==> config.mk <==
export PLATFORM = sky130hd
export DESIGN_NAME = usec_cmp_timer
export DESIGN_NICKNAME = d
export VERILOG_FILES = /design/src/rtl/utm_pkg.sv /design/src/rtl/utm_tick_gen.sv /design/src/rtl/utm_counter.sv /design/src/rtl/utm_cmp_chan.sv /design/src/rtl/usec_cmp_timer.sv
export SDC_FILE = /design/constraint.sdc
export NUM_CORES = 1
export LEC_CHECK = 0
export ABC_AREA = 1
export CORE_ASPECT_RATIO = 0.5
export CORE_MARGIN = 3
export CORE_UTILIZATION = 45
export CTS_BUF_LIST = sky130_fd_sc_hd__clkbuf_4
export DETAILED_ROUTE_END_ITERATION = 16
export DONT_BUFFER_PORTS = 1
export PLACE_DENSITY = 0.6
export SLEW_MARGIN = 20
export SYNTH_ARGS = -nofsm -noshare
export SYNTH_HDL_FRONTEND = slang
export SYNTH_SLANG_ARGS = --single-unit
==> constraint.sdc <==
create_clock -name clk -period 3.1 [get_ports clk]
set_input_delay 0.465 -clock clk [delete_from_list [all_inputs] [get_ports clk]]
set_output_delay 0.465 -clock clk [all_outputs]
set_load 0.01 [all_outputs]
==> src/rtl/utm_pkg.sv <==
// Package: shared constants and the register index type for the microsecond timer.
// Assumes a 32-bit word bus with byte addressing inside a 32-byte window.
package utm_pkg;
    localparam int WORD_W   = 32;
    localparam int CNT_W    = 64;
    localparam int NUM_CH   = 4;
    localparam int ADDR_W   = 5;

    // Word index = byte offset >> 2
    typedef enum logic [2:0] {
        IDX_STATUS = 3'd0,
        IDX_CNT_LO = 3'd1,
        IDX_CNT_HI = 3'd2,
        IDX_CMP0   = 3'd3,
        IDX_CMP1   = 3'd4,
        IDX_CMP2   = 3'd5,
        IDX_CMP3   = 3'd6,
        IDX_NONE   = 3'd7
    } reg_idx_t;
endpackage

==> src/rtl/utm_tick_gen.sv <==
// Module: utm_tick_gen
// Divides the system clock into a single-cycle tick enable every DIV cycles.
// Assumes DIV >= 1; with DIV == 1 the tick is high on every cycle.
module utm_tick_gen #(
    parameter int DIV = 100
) (
    input  logic clk,
    input  logic rst_n,
    output logic tick
);
    localparam int PW = (DIV > 1) ? $clog2(DIV) : 1;
    localparam logic [PW-1:0] LAST = PW'(DIV - 1);

    generate
        if (DIV > 1) begin : g_div
            logic [PW-1:0] phase_q;

            // Purpose: count system clocks modulo DIV
            always_ff @(posedge clk) begin
                if (!rst_n)               phase_q <= '0;
                else if (phase_q == LAST) phase_q <= '0;
                else                      phase_q <= phase_q + 1'b1;
            end

            assign tick = (phase_q == LAST);

            // A tick never lasts more than one cycle
            p_tick_single_r2: assert property (@(posedge clk) disable iff (!rst_n)
                tick |=> !tick);
        end else begin : g_nodiv
            assign tick = 1'b1;
        end
    endgenerate
endmodule

==> src/rtl/utm_counter.sv <==
// Module: utm_counter
// Free-running wide counter advancing by one on each tick enable.
// Assumes wrap-around at 2**W is acceptable; also exports the next value for match logic.
module utm_counter #(
    parameter int W = 64
) (
    input  logic         clk,
    input  logic         rst_n,
    input  logic         tick,
    output logic [W-1:0] count,
    output logic [W-1:0] count_next
);
    assign count_next = count + 1'b1;

    // Purpose: hold the running count and step it on each tick
    always_ff @(posedge clk) begin
        if (!rst_n)    count <= '0;
        else if (tick) count <= count_next;
    end

    // Counter holds between ticks
    p_hold_r2: assert property (@(posedge clk) disable iff (!rst_n)
        !tick |=> $stable(count));
    // Counter advances by one on a tick
    p_step_r2: assert property (@(posedge clk) disable iff (!rst_n)
        tick |=> (count == $past(count) + 1'b1));
endmodule

==> src/rtl/utm_cmp_chan.sv <==
// Module: utm_cmp_chan
// One compare channel: a target register and a sticky match flag.
// Assumes the flag is set on the tick where the counter's low word steps onto the
// target; the set takes priority over a clear in the same cycle.
module utm_cmp_chan #(
    parameter int W = 32
) (
    input  logic         clk,
    input  logic         rst_n,
    input  logic         tick,
    input  logic [W-1:0] lo_next,
    input  logic [W-1:0] lo_now,
    input  logic         cmp_we,
    input  logic [W-1:0] cmp_wdata,
    input  logic         flag_clr,
    output logic [W-1:0] cmp_q,
    output logic         flag_q
);
    logic hit;
    assign hit = tick && (lo_next == cmp_q);

    // Purpose: store the compare target written by software
    always_ff @(posedge clk) begin
        if (!rst_n)      cmp_q <= '0;
        else if (cmp_we) cmp_q <= cmp_wdata;
    end

    // Purpose: sticky match flag, set by a hit and cleared by a write of one
    always_ff @(posedge clk) begin
        if (!rst_n)        flag_q <= 1'b0;
        else if (hit)      flag_q <= 1'b1;
        else if (flag_clr) flag_q <= 1'b0;
    end

    // A flag rises only where the counter now equals the target it had
    p_rise_on_match_r6: assert property (@(posedge clk) disable iff (!rst_n)
        $rose(flag_q) |-> ($past(tick) && (lo_now == $past(cmp_q))));
    // A pending flag stays set without a clear
    p_sticky_r9: assert property (@(posedge clk) disable iff (!rst_n)
        (flag_q && !flag_clr) |=> flag_q);
    // A clear without a simultaneous hit drops the flag
    p_clear_r8: assert property (@(posedge clk) disable iff (!rst_n)
        (flag_clr && !tick) |=> !flag_q);
endmodule

==> src/rtl/usec_cmp_timer.sv <==
// Module: usec_cmp_timer
// Memory-mapped microsecond timer: prescaler, 64-bit counter, four compare
// channels with write-one-to-clear flags and one interrupt line each.
// Assumes aligned 32-bit accesses; misaligned or unmapped offsets read zero
// and ignore writes. Read data is registered (one cycle latency).
module usec_cmp_timer #(
    parameter int TICK_DIV = 100
) (
    input  logic        clk,
    input  logic        rst_n,
    input  logic        req_valid,
    input  logic        req_write,
    input  logic [4:0]  req_addr,
    input  logic [31:0] req_wdata,
    output logic [31:0] rd_data,
    output logic [3:0]  irq
);
    import utm_pkg::*;

    localparam int HALF = CNT_W / 2;

    logic                tick;
    logic [CNT_W-1:0]    count, count_next;
    logic [WORD_W-1:0]   cmp_val [NUM_CH];
    logic [NUM_CH-1:0]   flags;
    logic [NUM_CH-1:0]   cmp_we;
    logic [NUM_CH-1:0]   clr_mask;
    logic [WORD_W-1:0]   hi_snap;
    logic [WORD_W-1:0]   rd_mux;
    reg_idx_t            idx;
    logic                rd_req, wr_req;

    utm_tick_gen #(.DIV(TICK_DIV)) u_tick (
        .clk   (clk),
        .rst_n (rst_n),
        .tick  (tick)
    );

    utm_counter #(.W(CNT_W)) u_cnt (
        .clk        (clk),
        .rst_n      (rst_n),
        .tick       (tick),
        .count      (count),
        .count_next (count_next)
    );

    // Purpose: map the byte offset to a register index, misaligned -> none
    always_comb begin
        if (req_addr[1:0] != 2'b00) idx = IDX_NONE;
        else                        idx = reg_idx_t'(req_addr[4:2]);
    end

    assign rd_req = req_valid && !req_write;
    assign wr_req = req_valid &&  req_write;

    genvar ch;
    generate
        for (ch = 0; ch < NUM_CH; ch++) begin : g_ch
            assign cmp_we[ch]   = wr_req && (idx == reg_idx_t'(int'(IDX_CMP0) + ch));
            assign clr_mask[ch] = wr_req && (idx == IDX_STATUS) && req_wdata[ch];

            utm_cmp_chan #(.W(WORD_W)) u_chan (
                .clk       (clk),
                .rst_n     (rst_n),
                .tick      (tick),
                .lo_next   (count_next[WORD_W-1:0]),
                .lo_now    (count[WORD_W-1:0]),
                .cmp_we    (cmp_we[ch]),
                .cmp_wdata (req_wdata),
                .flag_clr  (clr_mask[ch]),
                .cmp_q     (cmp_val[ch]),
                .flag_q    (flags[ch])
            );
        end
    endgenerate

    assign irq = flags;

    // Purpose: select the read value for the addressed register
    always_comb begin
        rd_mux = '0;
        case (idx)
            IDX_STATUS: rd_mux = {{(WORD_W-NUM_CH){1'b0}}, flags};
            IDX_CNT_LO: rd_mux = count[WORD_W-1:0];
            IDX_CNT_HI: rd_mux = hi_snap;
            IDX_CMP0:   rd_mux = cmp_val[0];
            IDX_CMP1:   rd_mux = cmp_val[1];
            IDX_CMP2:   rd_mux = cmp_val[2];
            IDX_CMP3:   rd_mux = cmp_val[3];
            default:    rd_mux = '0;
        endcase
    end

    // Purpose: capture the high half alongside every low-word read
    always_ff @(posedge clk) begin
        if (!rst_n)                           hi_snap <= '0;
        else if (rd_req && idx == IDX_CNT_LO) hi_snap <= count[CNT_W-1:HALF];
    end

    // Purpose: register read data one cycle after the request
    always_ff @(posedge clk) begin
        if (!rst_n)      rd_data <= '0;
        else if (rd_req) rd_data <= rd_mux;
    end

    // Unmapped or misaligned reads return zero
    p_unmapped_zero_r10: assert property (@(posedge clk) disable iff (!rst_n)
        (rd_req && (req_addr[1:0] != 2'b00 || req_addr[4:2] == 3'd7)) |=> (rd_data == '0));
    // Interrupt lines only rise on a tick
    p_irq_on_tick_r6: assert property (@(posedge clk) disable iff (!rst_n)
        (irq != $past(irq) && (irq & ~$past(irq)) != '0) |-> $past(tick));
endmodule

==> out/results.txt, run 1 <==
outcome: finished, final reports clean
clock tree buffer depth: 3
crit path kind: reg -> reg
CP arrival: 3250 ps
register area share after synthesis: 0.372
nets@finish: 2,247
met1 Use GR: 0.461
CP startpoint kind: flop
Crit path required time: 3720 ps
gpl congestion: 1.00
post-synth cell types: 45
met3 Usage GRT: 0.119
Filler cells: 3,271
Yosys reg bits: 267
root buffer cell: clkbuf_4
Port Buffers: 0
fin crit period: 2640 ps
Worst VDD drop: 0.233 mV
PostCTS Resize Cnt: 0
worst rel slew slack: 0.411
vias per inst: 5.61
Num Clock Sinks: 267
DRC violations left: 0
hold_buf cts: 34
most frequent cells in the layout: nand2_1 (507), dfxtp_1 (267), inv_1 (252)
Ys Warns: 0
leading cell type in the layout, fill and taps excluded: nand2_1
GRT Util Overall: 0.307
CTS buffer count: 67
Post-synth EDFFs: 0
Post-synth ARST share: 0
R2R setup slack: 460 ps
Logic pwr share: 0.048
Vias: 14,938
share of cells above drive strength 1: 0.0947
initial DRC count: 1,929
final setup vio count: 0
die span in y: 132 um
Max Slew Vio Count: 0
Mapped Area: 14,400 um2
syn nets: 2,205
Worst-Skew Late Latency: 760 ps
die area: 34,200 um2
postcts setup bufs: 0
DP HPWL: 37,900 um
crit end category: flop
RSZ-0062 raised after global routing: no
Fin. Hold Viols: 0
HP Class: in -> reg
TritonCTS clock tree: built
Multi-input gate area: 7680 um2
fmax: 0.379 GHz
Flop pwr share: 0.517
global-route wire length before repair: 80,500 um
power per cell area: 422 nW/um2
GR Overflow Total: 0
Net Switching: 0.00178 W
pin count of the biggest net entering global routing: 187
Die X: 259 um
leakage: 6.35 nW
Storage cell area: 5350 um2
Max-Cap Viols: 0
Most Used Layer, Global Route: met1
Area Overhead vs Synth: 10.7%
Core Area: 30,900 um2
Most used DFF post-synth: dfxtp_1
clock share of power: 0.435
sw frac: 0.266
TritonRoute pass-1 iters: 6
Starting Density: 0.466
cell area after layout: 15,900 um2
antenna-violating nets left: 0
Total Routed Length: 53,500 um
Crit Path Max Fanout: 7
TNS Setup: 0 ps
average cell area after synthesis: 6.64 um2
met2 Resource Use GR: 0.402
Fin Clk Skew: 49.6 ps
placed instance area: 14,800 um2
Tcrit/Tclk final: 0.851
CTS clk-pin slew, worst paths: 80 ps
Ports: 77
H-tree depth: 3
Post-Syn Instances: 2,162
Worst Tran Pin Value: 874 ps
Rows: 45
number of global-route vias before repair: 13,497
initial antenna violation count: 7
Int Pwr: 0.00492 W
Routed WL per cell: 20.1 um
## final cells by class
class                   count  share of cell area
clock buffers              86              0.0406
well taps                 423              0.0333
flip-flops and latches    267               0.336
inverters                 267              0.0630
multi-input cells        1539               0.483
clock inverters            18             0.00630
diodes                      2            0.000315
repair buffers             62              0.0373
## flip-flops by register name, indices dropped and copies added, names as in the netlist
name / count
hi_snap: 32
rd_data: 32
u_tick.g_div.phase_q: 7
g_ch.u_chan.flag_q: 4
u_cnt.count: 64
g_ch.u_chan.cmp_q: 128
## worst max-delay path: stages, from the launching register on
cell and delay [ps]:
dfxtp_1 470, ha_1 270, nand2_2 150, nor2_8 230, nand3_4 190, inv_2 140, nand2_2 90, nor3_2 190
buf_4 180, inv_2 60, nor3_2 240, nand2_1 120, o21ai_1 130, a21oi_1 60
## per-layer routing
metal / up-vias / wire length [um]
li1: 7263 / -
met1: 6840 / 24800
met3: 83 / 7540
met4: 2 / 886
met5: - / 13
met2: 750 / 20200
## power by group through the flow
stage | combinational (W) | clock (W) | sequential [W]
global route | 0.000347 | 0.00313 | 0.00347
global placement | 0.000223 | 0 | 0.00355
finish | 0.000319 | 0.00292 | 0.00347
floorplan | 0.000176 | 0 | 0.00354
CTS | 0.000311 | 0.00296 | 0.00347
detailed placement | 0.000225 | 0 | 0.00355
## worst paths after layout
kind | start | to | cells past startpoint
worst max-delay path | u_cnt.count[0]$_SDFFE_PN0P_ | u_cnt.count[58]$_SDFFE_PN0P_ | 13
worst min-delay path | req_addr[4] | g_ch[2].u_chan.cmp_q[3]$_SDFFE_PN0P_ | 3
worst max register to register | u_cnt.count[0]$_SDFFE_PN0P_ | u_cnt.count[58]$_SDFFE_PN0P_ | 13
worst min register to register | u_tick.g_div.phase_q[0]$_SDFF_PP0_ | u_tick.g_div.phase_q[0]$_SDFF_PP0_ | 1
## Yosys cell counts, types with 15 or more instances
library cell    n  area (um2)
nand2_1       507        1900
nand2_2        27         169
o21ai_0       212        1060
nand3_1       151         756
nor2_1        168         631
o22ai_1        81         507
clkbuf_1       78         293
dfxtp_1       267        5350
nor3_1         31         155
a21oi_1       214        1070
nand2_4        15         169
inv_1         253         950
o31ai_1        29         218
## stage by stage
stage,instances,utilization,hold slack (ps),worst slack (ps),total power (W)
floorplan,2162,-,418,1100,0.00372
global placement,2524,0.479,429,625,0.00377
detailed placement,2524,0.479,440,565,0.00377
CTS,2662,0.515,37.6,522,0.00674
global route,2663,0.515,71.2,261,0.00695
finish,2664,0.515,89.7,461,0.00670
## cells by family (layout without fill, tap and decap cells)
group	count (synthesis)	count (layout)	share of synthesized area
simple gates	957	957	0.303
compound gates	556	556	0.209
other cells	0	2	0
flops	267	267	0.372
buf+inv	356	433	0.0945
fa+ha+maj	2	2	0.00174
xor+xnor	24	24	0.0194
Note: power is estimated with default switching activity, not from simulation.
==> run 2: changes to the inputs <==
--- a/config.mk
+++ b/config.mk
@@ -11,8 +11,7 @@
 export CORE_UTILIZATION = 45
 export CTS_BUF_LIST = sky130_fd_sc_hd__clkbuf_4
 export DETAILED_ROUTE_END_ITERATION = 16
-export DONT_BUFFER_PORTS = 1
-export PLACE_DENSITY = 0.6
+export PLACE_DENSITY = 0.63
 export SLEW_MARGIN = 20
 export SYNTH_ARGS = -nofsm -noshare
 export SYNTH_HDL_FRONTEND = slang
==> run 2 against run 1 <==
Net effect:
- fmax down 2.4%
- worst setup slack worse by 65 ps
- worst hold slack better by 43 ps
- largest cell class unchanged
==> out/results.txt, run 2 (synthesis gave the netlist of run 1 again) <==
HP Class: in -> reg
Total Power: 0.00672 W
CP arrival: 3380 ps
CTS clk-pin slew, worst paths: 70 ps
Num Clock Sinks: 267
CTS buffer count: 68
Worst-Skew Late Latency: 760 ps
Routed WL per cell: 19.4 um
TNS Setup: 0 ps
Fin Clk Skew: 38.8 ps
GRT Util Overall: 0.301
DRC violations left: 0
Tcrit/Tclk final: 0.872
fmax: 0.370 GHz
Total Routed Length: 52,700 um
Storage cell area: 5350 um2
max reg flops: 128
hold_buf cts: 0
crit end category: flop
leakage: 6.53 nW
Die X: 259 um
largest register by flop count: g_ch.u_chan.cmp_q
Worst Tran Pin Value: 1120 ps
postcts setup bufs: 0
pin count of the biggest net entering global routing: 60
share of cells above drive strength 1: 0.0972
Crit Path Max Fanout: 6
CP startpoint kind: flop
nets@finish: 2,299
Area Overhead vs Synth: 14.0%
H-tree depth: 3
outcome: finished, final reports clean
cell area after layout: 16,400 um2
Multi-input gate area: 7670 um2
vias per inst: 5.59
TritonCTS clock tree: built
Port Buffers: 76
initial antenna violation count: 5
TritonRoute pass-1 iters: 9
Worst VDD drop: 0.193 mV
Ports: 77
Max-Cap Viols: 0
worst rel slew slack: 0.255
PostCTS Resize Cnt: 0
Core Area: 30,900 um2
antenna-violating nets left: 0
RSZ-0062 raised after global routing: no
placed instance area: 15,600 um2
Fin. Hold Viols: 0
die span in y: 132 um
Largest regs: g_ch.u_chan.cmp_q x128, u_cnt.count x64
Crit path required time: 3780 ps
Vias: 15,215
power per cell area: 411 nW/um2
gpl congestion: 1.00
fin crit period: 2700 ps
final setup vio count: 0
GR Overflow Total: 0
crit path kind: reg -> reg
root buffer cell: clkbuf_4
DP HPWL: 38,000 um
Starting Density: 0.466
die area: 34,200 um2
Rows: 45
most frequent cells in the layout: nand2_1 (507), dfxtp_1 (267), inv_1 (252)
initial DRC count: 1,776
number of global-route vias before repair: 13,337
Filler cells: 3,215
clock tree buffer depth: 3
global-route wire length before repair: 78,800 um
Max Slew Vio Count: 0
leading cell type in the layout, fill and taps excluded: nand2_1
[run 2: cell count changes in the layout (fill, tap and decap cells not counted), sizes merged, moves of 2 or more]
| cell | before | now |
|---|---|---|
| diode | 2 | 4 |
| buf | 29 | 38 |
| dlygate4sd3 | 33 | 0 |
| clkdlybuf4s50 | 0 | 75 |
| inv | 261 | 259 |
| clkbuf | 86 | 94 |
[run 2: final timing paths]
kind	start	endpoint	slack (ps)	depth (start not counted)
worst min-delay path	rst_n	u_cnt.count[36]$_SDFFE_PN0P_	130	3
worst max-delay path	u_cnt.count[0]$_SDFFE_PN0P_	g_ch[3].u_chan.flag_q$_SDFFE_PN0P_	400	13
worst max register to register	u_cnt.count[0]$_SDFFE_PN0P_	g_ch[3].u_chan.flag_q$_SDFFE_PN0P_	400	13
worst min register to register	u_cnt.count[35]$_SDFFE_PN0P_	u_cnt.count[35]$_SDFFE_PN0P_	450	1
[run 2: where the power goes]
part | internal (W) | leakage (nW) | switching [W] | total [W]
clock network | 0.00139 | 0.459 | 0.00153 | 0.00291
registers | 0.00345 | 2.15 | 0.0000149 | 0.00347
logic | 0.000111 | 3.92 | 0.000231 | 0.000343
[run 2: routing by layer]
metal,track usage,wire length (um),up-vias
met5,0,27,-
met4,0.0797,1010,4
met3,0.111,7190,99
met2,0.391,19600,764
met1,0.458,24900,6984
li1,-,-,7364
[run 2: through the flow]
step,utilization,setup slack (ps),cells,hold slack [ps]
floorplan,-,1100,2162,418
global placement,0.505,390,2609,433
detailed placement,0.505,410,2609,440
CTS,0.530,521,2718,70.2
global route,0.530,275,2721,108
finish,0.530,396,2722,133
[run 2: worst max-delay path, stage by stage (launching register included)]
cell	delay, ps
dfxtp_1	410
ha_1	230
nand2_2	160
nor2_8	220
nand2_1	190
nand3_1	150
nand3_1	100
nor2_1	290
nand2_1	180
nor2_1	130
nand3_1	80
nor2_1	110
nand3_1	210
a21oi_1	180
[run 2: layout make-up]
| cell class | count | share of cell area |
|---|---|---|
| diodes | 4 | 0.000612 |
| clock buffers | 94 | 0.0431 |
| clock inverters | 15 | 0.00344 |
| inverters | 267 | 0.0612 |
| multi-input cells | 1539 | 0.469 |
| flip-flops and latches | 267 | 0.327 |
| well taps | 423 | 0.0323 |
| repair buffers | 113 | 0.0641 |
==> run 3: changes to the inputs <==
--- a/config.mk
+++ b/config.mk
@@ -12,7 +12,6 @@
 export CTS_BUF_LIST = sky130_fd_sc_hd__clkbuf_4
 export DETAILED_ROUTE_END_ITERATION = 16
 export PLACE_DENSITY = 0.63
-export SLEW_MARGIN = 20
 export SYNTH_ARGS = -nofsm -noshare
 export SYNTH_HDL_FRONTEND = slang
 export SYNTH_SLANG_ARGS = --single-unit
==> results of run 3 <==
No change in the layout: final DEF, timing and power equal those of run 2.
